`src/rtl/rot_pkg.sv`:
```
package rot_pkg;
    typedef enum logic [1:0] {
        OP_CW  = 2'd0,
        OP_CCW = 2'd1,
        OP_MIR = 2'd2,
        OP_RSV = 2'd3
    } op_e;

    typedef enum logic [2:0] {
        ST_IDLE,
        ST_RD_REQ,
        ST_RD_WAIT,
        ST_WR_REQ,
        ST_WR_RESP,
        ST_DONE
    } state_e;

    localparam logic [2:0] REG_SRC  = 3'd0;
    localparam logic [2:0] REG_DST  = 3'd1;
    localparam logic [2:0] REG_DIM  = 3'd2;
    localparam logic [2:0] REG_CMD  = 3'd3;
    localparam logic [2:0] REG_STAT = 3'd4;

    localparam int HEIGHT_LSB = 16;
    localparam int START_BIT  = 4;
    localparam int DONE_BIT   = 1;
endpackage

```
`src/rtl/rot_regs.sv`:
```
module rot_regs
    import rot_pkg::*;
#(
    parameter int ADDR_W = 32,
    parameter int DIM_W  = 12
) (
    input  logic              clk,
    input  logic              rst_n,
    input  logic              cfg_we,
    input  logic [2:0]        cfg_addr,
    input  logic [31:0]       cfg_wdata,
    output logic [31:0]       cfg_rdata,
    input  logic              busy,
    input  logic              fin,
    output logic              start,
    output op_e               op_next,
    output logic [ADDR_W-1:0] src_base,
    output logic [ADDR_W-1:0] dst_base,
    output logic [DIM_W-1:0]  width,
    output logic [DIM_W-1:0]  height,
    output logic              irq
);
    typedef struct packed {
        logic [ADDR_W-1:0] src;
        logic [ADDR_W-1:0] dst;
        logic [DIM_W-1:0]  w;
        logic [DIM_W-1:0]  h;
        op_e               op;
        logic              done;
    } regs_t;

    regs_t r_d, r_q;

    always_comb begin
        r_d   = r_q;
        start = 1'b0;
        if (fin) r_d.done = 1'b1;
        if (cfg_we) begin
            case (cfg_addr)
                REG_SRC: if (!busy) r_d.src = cfg_wdata[ADDR_W-1:0];
                REG_DST: if (!busy) r_d.dst = cfg_wdata[ADDR_W-1:0];
                REG_DIM: if (!busy) begin
                    r_d.w = cfg_wdata[DIM_W-1:0];
                    r_d.h = cfg_wdata[HEIGHT_LSB +: DIM_W];
                end
                REG_CMD: if (!busy) begin
                    r_d.op = op_e'(cfg_wdata[1:0]);
                    if (cfg_wdata[START_BIT]) begin
                        start     = 1'b1;
                        r_d.done  = 1'b0;
                    end
                end
                REG_STAT: if (cfg_wdata[DONE_BIT]) r_d.done = 1'b0;
                default: ;
            endcase
        end
    end

    always_ff @(posedge clk or negedge rst_n) begin
        if (!rst_n) begin
            r_q <= '0;
        end else begin
            r_q <= r_d;
        end
    end

    always_comb begin
        cfg_rdata = '0;
        case (cfg_addr)
            REG_SRC:  cfg_rdata = 32'(r_q.src);
            REG_DST:  cfg_rdata = 32'(r_q.dst);
            REG_DIM:  begin
                cfg_rdata[DIM_W-1:0]              = r_q.w;
                cfg_rdata[HEIGHT_LSB +: DIM_W]    = r_q.h;
            end
            REG_CMD:  cfg_rdata[1:0] = r_q.op;
            REG_STAT: cfg_rdata[1:0] = {r_q.done, busy};
            default:  cfg_rdata = '0;
        endcase
    end

    assign op_next  = r_d.op;
    assign src_base = r_q.src;
    assign dst_base = r_q.dst;
    assign width    = r_q.w;
    assign height   = r_q.h;
    assign irq      = r_q.done;
endmodule

```
`src/rtl/rot_addr.sv`:
```
module rot_addr
    import rot_pkg::*;
#(
    parameter int ADDR_W = 32,
    parameter int DATA_W = 32,
    parameter int DIM_W  = 12
) (
    input  op_e               op,
    input  logic [DIM_W-1:0]  row,
    input  logic [DIM_W-1:0]  col,
    input  logic [DIM_W-1:0]  width,
    input  logic [DIM_W-1:0]  height,
    input  logic [ADDR_W-1:0] src_base,
    input  logic [ADDR_W-1:0] dst_base,
    output logic [ADDR_W-1:0] rd_addr,
    output logic [ADDR_W-1:0] wr_addr
);
    localparam int IDX_W  = 2 * DIM_W;
    localparam int PIX_SH = $clog2(DATA_W / 8);

    logic [IDX_W-1:0] r_x, c_x, w_x, h_x;
    logic [IDX_W-1:0] s_idx, d_idx;

    always_comb begin
        r_x   = IDX_W'(row);
        c_x   = IDX_W'(col);
        w_x   = IDX_W'(width);
        h_x   = IDX_W'(height);
        s_idx = r_x * w_x + c_x;
        case (op)
            OP_CW:   d_idx = c_x * h_x + (h_x - 1'b1 - r_x);
            OP_CCW:  d_idx = (w_x - 1'b1 - c_x) * h_x + r_x;
            default: d_idx = r_x * w_x + (w_x - 1'b1 - c_x);
        endcase
    end

    generate
        if (PIX_SH == 0) begin : g_byte_pix
            assign rd_addr = src_base + ADDR_W'(s_idx);
            assign wr_addr = dst_base + ADDR_W'(d_idx);
        end else begin : g_wide_pix
            assign rd_addr = src_base + (ADDR_W'(s_idx) << PIX_SH);
            assign wr_addr = dst_base + (ADDR_W'(d_idx) << PIX_SH);
        end
    endgenerate
endmodule

```
`src/rtl/rot_seq.sv`:
```
module rot_seq
    import rot_pkg::*;
#(
    parameter int DATA_W = 32,
    parameter int DIM_W  = 12
) (
    input  logic              clk,
    input  logic              rst_n,
    input  logic              start,
    input  op_e               op_next,
    input  logic [DIM_W-1:0]  width,
    input  logic [DIM_W-1:0]  height,
    input  logic              rd_req_ready,
    input  logic              rd_rsp_valid,
    input  logic [DATA_W-1:0] rd_rsp_data,
    input  logic              wr_req_ready,
    input  logic              wr_rsp_valid,
    output logic              rd_req_valid,
    output logic              wr_req_valid,
    output logic [DATA_W-1:0] pix,
    output op_e               op,
    output logic [DIM_W-1:0]  row,
    output logic [DIM_W-1:0]  col,
    output logic              busy,
    output logic              fin
);
    typedef struct packed {
        state_e            st;
        op_e               op;
        logic [DIM_W-1:0]  row;
        logic [DIM_W-1:0]  col;
        logic [DATA_W-1:0] pix;
    } seq_t;

    seq_t s_d, s_q;

    always_comb begin
        s_d = s_q;
        case (s_q.st)
            ST_IDLE: if (start) begin
                s_d.op  = op_next;
                s_d.row = '0;
                s_d.col = '0;
                if (op_next == OP_RSV || width == '0 || height == '0)
                    s_d.st = ST_DONE;
                else
                    s_d.st = ST_RD_REQ;
            end
            ST_RD_REQ:  if (rd_req_ready) s_d.st = ST_RD_WAIT;
            ST_RD_WAIT: if (rd_rsp_valid) begin
                s_d.pix = rd_rsp_data;
                s_d.st  = ST_WR_REQ;
            end
            ST_WR_REQ:  if (wr_req_ready) s_d.st = ST_WR_RESP;
            ST_WR_RESP: if (wr_rsp_valid) begin
                if (s_q.col == width - 1'b1) begin
                    s_d.col = '0;
                    if (s_q.row == height - 1'b1) begin
                        s_d.st = ST_DONE;
                    end else begin
                        s_d.row = s_q.row + 1'b1;
                        s_d.st  = ST_RD_REQ;
                    end
                end else begin
                    s_d.col = s_q.col + 1'b1;
                    s_d.st  = ST_RD_REQ;
                end
            end
            ST_DONE: s_d.st = ST_IDLE;
            default: s_d.st = ST_IDLE;
        endcase
    end

    always_ff @(posedge clk or negedge rst_n) begin
        if (!rst_n) begin
            s_q <= '{st: ST_IDLE, op: OP_CW, default: '0};
        end else begin
            s_q <= s_d;
        end
    end

    assign rd_req_valid = (s_q.st == ST_RD_REQ);
    assign wr_req_valid = (s_q.st == ST_WR_REQ);
    assign pix          = s_q.pix;
    assign op           = s_q.op;
    assign row          = s_q.row;
    assign col          = s_q.col;
    assign busy         = (s_q.st != ST_IDLE);
    assign fin          = (s_q.st == ST_DONE);
endmodule

```
`src/rtl/rot_xfer.sv`:
```
module rot_xfer
    import rot_pkg::*;
#(
    parameter int ADDR_W = 32,
    parameter int DATA_W = 32,
    parameter int DIM_W  = 12
) (
    input  logic              clk,
    input  logic              rst_n,
    input  logic              cfg_we,
    input  logic [2:0]        cfg_addr,
    input  logic [31:0]       cfg_wdata,
    output logic [31:0]       cfg_rdata,
    output logic              rd_req_valid,
    input  logic              rd_req_ready,
    output logic [ADDR_W-1:0] rd_req_addr,
    input  logic              rd_rsp_valid,
    input  logic [DATA_W-1:0] rd_rsp_data,
    output logic              wr_req_valid,
    input  logic              wr_req_ready,
    output logic [ADDR_W-1:0] wr_req_addr,
    output logic [DATA_W-1:0] wr_req_data,
    input  logic              wr_rsp_valid,
    output logic              irq
);
    logic              busy, fin, start;
    op_e               op_next, op_job;
    logic [ADDR_W-1:0] src_base, dst_base;
    logic [DIM_W-1:0]  width, height, row, col;

    rot_regs #(.ADDR_W(ADDR_W), .DIM_W(DIM_W)) u_regs (
        .clk(clk), .rst_n(rst_n), .cfg_we(cfg_we), .cfg_addr(cfg_addr),
        .cfg_wdata(cfg_wdata), .cfg_rdata(cfg_rdata), .busy(busy), .fin(fin),
        .start(start), .op_next(op_next), .src_base(src_base),
        .dst_base(dst_base), .width(width), .height(height), .irq(irq)
    );

    rot_seq #(.DATA_W(DATA_W), .DIM_W(DIM_W)) u_seq (
        .clk(clk), .rst_n(rst_n), .start(start), .op_next(op_next),
        .width(width), .height(height), .rd_req_ready(rd_req_ready),
        .rd_rsp_valid(rd_rsp_valid), .rd_rsp_data(rd_rsp_data),
        .wr_req_ready(wr_req_ready), .wr_rsp_valid(wr_rsp_valid),
        .rd_req_valid(rd_req_valid), .wr_req_valid(wr_req_valid),
        .pix(wr_req_data), .op(op_job), .row(row), .col(col),
        .busy(busy), .fin(fin)
    );

    rot_addr #(.ADDR_W(ADDR_W), .DATA_W(DATA_W), .DIM_W(DIM_W)) u_addr (
        .op(op_job), .row(row), .col(col), .width(width), .height(height),
        .src_base(src_base), .dst_base(dst_base),
        .rd_addr(rd_req_addr), .wr_addr(wr_req_addr)
    );
endmodule

```
`config.mk`:
```
export PLATFORM = sky130hd
export DESIGN_NAME = rot_xfer
export DESIGN_NICKNAME = d
export VERILOG_FILES = /design/src/rtl/rot_pkg.sv /design/src/rtl/rot_regs.sv /design/src/rtl/rot_addr.sv /design/src/rtl/rot_seq.sv /design/src/rtl/rot_xfer.sv
export SDC_FILE = /design/constraint.sdc
export NUM_CORES = 2
export LEC_CHECK = 0
export ABC_CLOCK_PERIOD_IN_PS = 28000
export BUFFER_PORTS_ARGS = -buffer_cell sky130_fd_sc_hd__buf_2
export CAP_MARGIN = 20
export CORE_ASPECT_RATIO = 1.25
export CORE_UTILIZATION = 58
export DETAILED_ROUTE_END_ITERATION = 10
export PLACE_DENSITY_LB_ADDON = 0.05
export SLEW_MARGIN = 10
export SYNTH_ARGS = -nofsm -noshare
export SYNTH_HDL_FRONTEND = slang
export SYNTH_SLANG_ARGS = --single-unit
```
`constraint.sdc`:
```
create_clock -name clk -period 28 [get_ports clk]
set_clock_uncertainty 0.05 [all_clocks]
set_input_delay 0 -clock clk [delete_from_list [all_inputs] [get_ports clk]]
set_output_delay 0 -clock clk [all_outputs]
set_load 0.05 [all_outputs]
```
Word-level counts from Yosys, hierarchy flattened
Cells that the tools add are included.

$add $sub $neg: 14. Multiply operators: 3. Equality and inequality tests: 20. Muxes and demuxes: 31. Bitwise operators: 1. Reduce and logical (&&, ||, !) cells: 17.

Operators by type and width (count): $pmux W24 S2 (2); $add A32 B26 Y32 (2); $add A24 B12 Y24 (2); $add A24 B24 Y24 (2); $mul A12 B12 Y24 (2); $sub A24 B12 Y24 (2); $mux W12 (3); $pmux W12 S3 (1); $pmux W10 S3 (1); $mux W29 (1); $mux W3 (9); $sub A12 B1 Y13 const B (2); $add A12 B1 Y12 const B (2); $eq A12 B12 Y1 (2); $logic_not A12 Y1 (2); $mul A24 B12 Y24 (1); $mux W24 (1); $sub A12 B1 Y12 const B (2); $pmux W4 S2 (2); $pmux W3 S5 (1); $eq A3 B2 Y1 const B (4); $reduce_and A3 Y1 (4); $pmux W2 S5 (1); $reduce_and A5 Y1 (2); 16 further kinds (33).

Register bits: 152. Input port bits: 74. Output and inout port bits: 131. Word-level logic and storage cells: 97.

Depth between registers and ports, before layout
Depth after elaboration: 12. Gate-level depth with buffers: 44. Mapped depth without buffers: 44.

Cells and area by module
From an unflattened synthesis, not the netlist that was laid out.

Cells, all modules: 3571. Area total of the unflattened synthesis: 31272.5 um^2.

Modules (own cells, without submodules): rot_addr (times used 1, cells an instance 2736, area each 22143.7 um^2, sequential area each 0.0 um^2); rot_regs (times used 1, cells an instance 421, area each 5112.4 um^2, sequential area each 2277.2 um^2); rot_seq (times used 1, cells an instance 414, area each 4016.4 um^2, sequential area each 1526.5 um^2).

Least setup slack after synthesis
OpenSTA, ideal clock, no wires.

Kind: reg-to-output. From: register u_regs.r_q, in the netlist u_regs.width[3]. To: output port wr_req_addr[28]. Arrival: 9.464 ns. Required time: 27.950 ns. Path slack: 18.486 ns. Stages on the path, launching flop included: 40. Buffers on the path: 2. Cell sequence: dfrtp_1 clkbuf_1 nor2_1 nand2_1 or3_1 nor3_1 xor2_1 ha_1 a21oi_1 o21ai_0 o21bai_1 or4_1 clkbuf_1 and2_1 fa_1 ha_1 fa_1 fa_1 (+4 left out) a21o_1 a31o_2 a31o_2 o311ai_1 a21boi_0 o21ai_0 nand2b_1 xnor2_1 nor3_1 a221o_1 ha_1 a21boi_0 o21ai_0 a31oi_1 a2111oi_0 or3_1 nor2_1 xor2_1.

Longest elaborated chain between the ends: 6. Elaborated cells between the ends (all ways): 8. Classes of those cells: add/sub: 5; mul: 2; mux: 1.

Ends and longest elaborated chain: from (decl) (RTL line rot_regs.sv:32) `regs_t r_d, r_q;`; from (signal assigned) (RTL line rot_regs.sv:63) `r_q <= r_d;`; $sub A12 B1 Y13 (RTL line rot_addr.sv:32, rot_addr.sv:33); $sub A24 B12 Y24 (RTL line rot_addr.sv:32, rot_addr.sv:33); $mul A24 B12 Y24 (RTL line rot_addr.sv:32) `OP_CCW: d_idx = (w_x - 1'b1 - c_x) * h_x + r_x;`; $add A24 B12 Y24 (RTL line rot_addr.sv:32); $pmux W24 S2 * (RTL line rot_addr.sv:30) `case (op)`; $add A32 B26 Y32 * (RTL line rot_addr.sv:43) `assign wr_addr = dst_base + (ADDR_W'(d_idx) << PIX_SH);`; to (decl) (RTL line rot_xfer.sv:21) `output logic [ADDR_W-1:0] wr_req_addr,`.

Mark *: on every way between the ends. The rest lies on a longest branch, timed or not.

Worst setup path in the final report
From: register u_regs.r_q, in the netlist u_regs.width[8]. To: output port wr_req_addr[30].

Same word-level chain as after synthesis.

==> results.yml <==
clocking:
  htreeDepth: 4
  hold_buffers: 70
  clock_latency_ns: 0.47
  root_buffer: "clkbuf_16"
  ctsResizeCount: 0
  cts_buffers: 17
  clock_path_buffers: 2
  cts_setup_buffers: 0
  clock-sinks: 152
  cts_tree: "built"
  path_clk_slew_ns: 0.08
critical_path:
  crit_slowest_cell: "dfrtp_1"
  worstPathRequired_ns: 27.95
  cp-end-kind: "output port"
  startpoint_type: "flop"
  critPathMaxStageDelay_ns: 0.71
  path_class: "flop to output port"
  arrival_ns: 11.33
  crit_fanout: 18
logic_synthesis:
  syn_area_per_cell_um2: 8.72
  synth-seq-cells: 152
  synth_area_um2: 30300
  synth_compound_area_share_pct: 9.45
  ys_async_sr_fraction_pct: 100
  synthMuxAreaShare_pct: 5.72
  synth_edf_count: 0
  synth_top_family_by_area: "adder cells"
  yosysSeqAreaShare_pct: 12.5
  dominantRegCellSynth: "dfrtp_1"
  synth_cell_types: 92
  synth_nets: 4262
  ys.warnings.count: 0
  synth_adder_area_share_pct: 39.4
  synth_xor_area_share_pct: 6.90
  syn_inst: 3477
  yosys.area_share.simple_pct: 16.0
cells_and_area:
  antennaDiodeCount: 0
  multi_input_area_um2: 23500
  n_fill_cell: 4470
  nets: 4411
  syn_to_final_growth_pct: 9.00
  seqCellArea_um2: 3800
  drive_gt1_share_pct: 12.4
run_status:
  outcome: "complete, but fails checks"
  violations: "design-rule violations"
global_route:
  grt_use_met3_pct: 5.59
  antenna_found_initial: 0
  use_met2_pct: 64.6
  grt_use_total_pct: 37.4
  grt_pass1_vias: 26900
  grt.busiest_layer: "met2"
  grt_pass1_wl_mm: 151
  grt_use_met1_pct: 45.5
  grt_overflow: 0
  grt_max_degree: 88
floorplanning:
  io_pins: 205
  die_h_um: 258
  die-area_um2: 53200
  core_um2: 51500
  start_util_pct: 58.8
  fp.dieW_um: 206
  placement_rows: 93
sta:
  hold_viol_final: 0
  finalMaxSlewViolations: 0
  tightest_slew_ns: 1.15
  rsz0062_at_grt: "false"
  period_needed_ns: 11.38
  fmax_mhz: 87.8
  finalSetupTns_ns: 0
  fin_crit_sh_pct: 40.7
  setup_viol: 0
  maxSlewHeadroom_pct: 22.8
placed_design:
  dp_hpwl_mm: 75.7
  gp_congestion: 0.968
  numPortBuffers: 204
drt:
  drt-initial-drc-count: 1497
  wire_per_inst_um: 22.2
  wl_mm: 95.7
  vias: 25200
  antenna_left: 0
  drcViolationCount: 1
  dr.pass1.iters: 8
  viasPerCell: 5.86
hold_path:
  hold_class: "input pin to flop"
flow_run:
  cap_viol_max_count: 0
[final timing paths]
| check | cells after the start | from | endpoint | slack (ns) |
|---|---|---|---|---|
| setup / recovery | 38 | u_regs.width[8] | wr_req_addr[30] | 16.62 |
| hold / removal | 4 | rd_rsp_valid | u_seq.pix[20] | 0.07 |
| setup reg to reg | 15 | u_regs.width[3] | u_seq.row[9] | 23.19 |
| hold reg to reg | 1 | u_seq.pix[21] | u_seq.pix[21] | 0.46 |
| max in group asynchronous | 3 | rst_n | u_seq.pix[12] | 26.36 |
| min in group asynchronous | 2 | rst_n | u_seq.pix[31] | 0.11 |
[placed cells by master, fill, tap and decap left out, types with 144 or more instances in the layout]
| cell type | netlist | layout |
|---|---|---|
| a21oi_1 | 144 | 144 |
| and2_1 | 171 | 171 |
| buf_2 | 5 | 203 |
| dfrtp_1 | 152 | 152 |
| fa_1 | 405 | 405 |
| ha_1 | 306 | 306 |
| inv_1 | 573 | 573 |
| nand2_1 | 409 | 409 |
| nor2_1 | 205 | 204 |
| xnor2_1 | 153 | 150 |
[registers in the layout (all words and copies together) (netlist names), 2 cells and up]
signal,cells
u_regs.dst_base,32
u_regs.height,12
u_regs.width,12
u_seq.op,2
u_seq.pix,32
u_seq.row,12
u_regs.src_base,32
u_seq.s_q,3
u_regs.r_q,2
u_seq.col,12
[metrics by stage]
step | utilization, % | instance area, µm² | hold slack, ns | std cells | setup WS (ns)
after floorplan | - | 30300 | -0.346 | 3477 | 18.49
after global placement | 61.5 | 31700 | 0.0741 | 4201 | 17.40
after detailed placement | 61.5 | 31700 | 0.0739 | 4201 | 17.33
after CTS | 64.1 | 33000 | 0.0873 | 4303 | 16.76
after global routing | 64.1 | 33000 | 0.0786 | 4304 | 15.93
final | 64.1 | 33000 | 0.0703 | 4304 | 16.62
[layout make-up]
| cell class | count | area share, % |
|---|---|---|
| Inverter | 574 | 6.52 |
| Timing Repair Buffer | 325 | 6.42 |
| Sequential cell | 152 | 11.5 |
| Clock inverter | 15 | 0.572 |
| Multi-Input combinational cell | 2556 | 71.2 |
| Tap cell | 665 | 2.52 |
| Clock buffer | 17 | 1.29 |
[routing by layer]
layer / vias up / wire, µm / share of wire [%]
met4: 0 / 4890 / 5.1
met2: 1008 / 47400 / 50
li1: 11400 / - / -
met1: 12700 / 37100 / 39
met3: 227 / 6280 / 6.6
met5: - / 0 / 0
[cells in the mapped netlist (4+ instances only)]
library cell  instances  area, µm²
nor3_1               33        165
o31ai_1               4       30.0
buf_1                10       37.5
nand2b_1             21        131
or3_1                13       81.3
a31oi_1              15       93.8
nand3b_1              4       30.0
ha_1                306       3830
xnor2_1             153       1340
xnor3_1               9        203
fa_1                405       8110
a21o_1               42        315
nand2_1             409       1540
o22ai_1               6       37.5
o21a_1               27        203
buf_4                36        270
o31a_1                6       52.6
and3_1               23        144
or4_1                 5       37.5
a31o_2                4       35.0
nand3_1              35        175
o21ai_0              94        470
o21ai_1               7       35.0
a21boi_0              9       67.6
inv_1               573       2150
and2_1              171       1070
xor2_1               57        499
mux2_2              119       1340
nor4_1                9       56.3
nor3_2                6       60.1
o21bai_1             14        105
a211oi_1             28        210
or2_2                 7       43.8
a21oi_1             144        721
o211ai_1              8       60.1
nor2b_1              28        175
clkbuf_1            143        537
nand4_1              23        144
o2111ai_1             5       43.8
nor2_1              205        769
mux2i_1              37        370
dfrtp_1             152       3800
buf_2                 5       25.0
[logic make-up (layout without fill, tap and decap cells)]
logic type | after synthesis | after routing
simple gates | 1013 | 1013
mux | 157 | 157
flops | 152 | 152
compound gates | 453 | 453
xor+xnor | 222 | 222
buf+inv | 769 | 931
fa+ha+maj | 711 | 711
[worst max-delay path: cells and delay by family (launching register included)]
kind	cells	cell delay, ns
buffers and inverters	4	0.60
DFF	1	0.71
adders and majority gates	8	3.26
xor gates and xnor gates	3	0.62
AOI/OAI and AO/OA	14	2.85
and+or+nand+nor	9	2.77
Power is left out: the tool's default activity adds up to more than one toggle a clock period on the data nets, which glitch-free logic cannot reach.
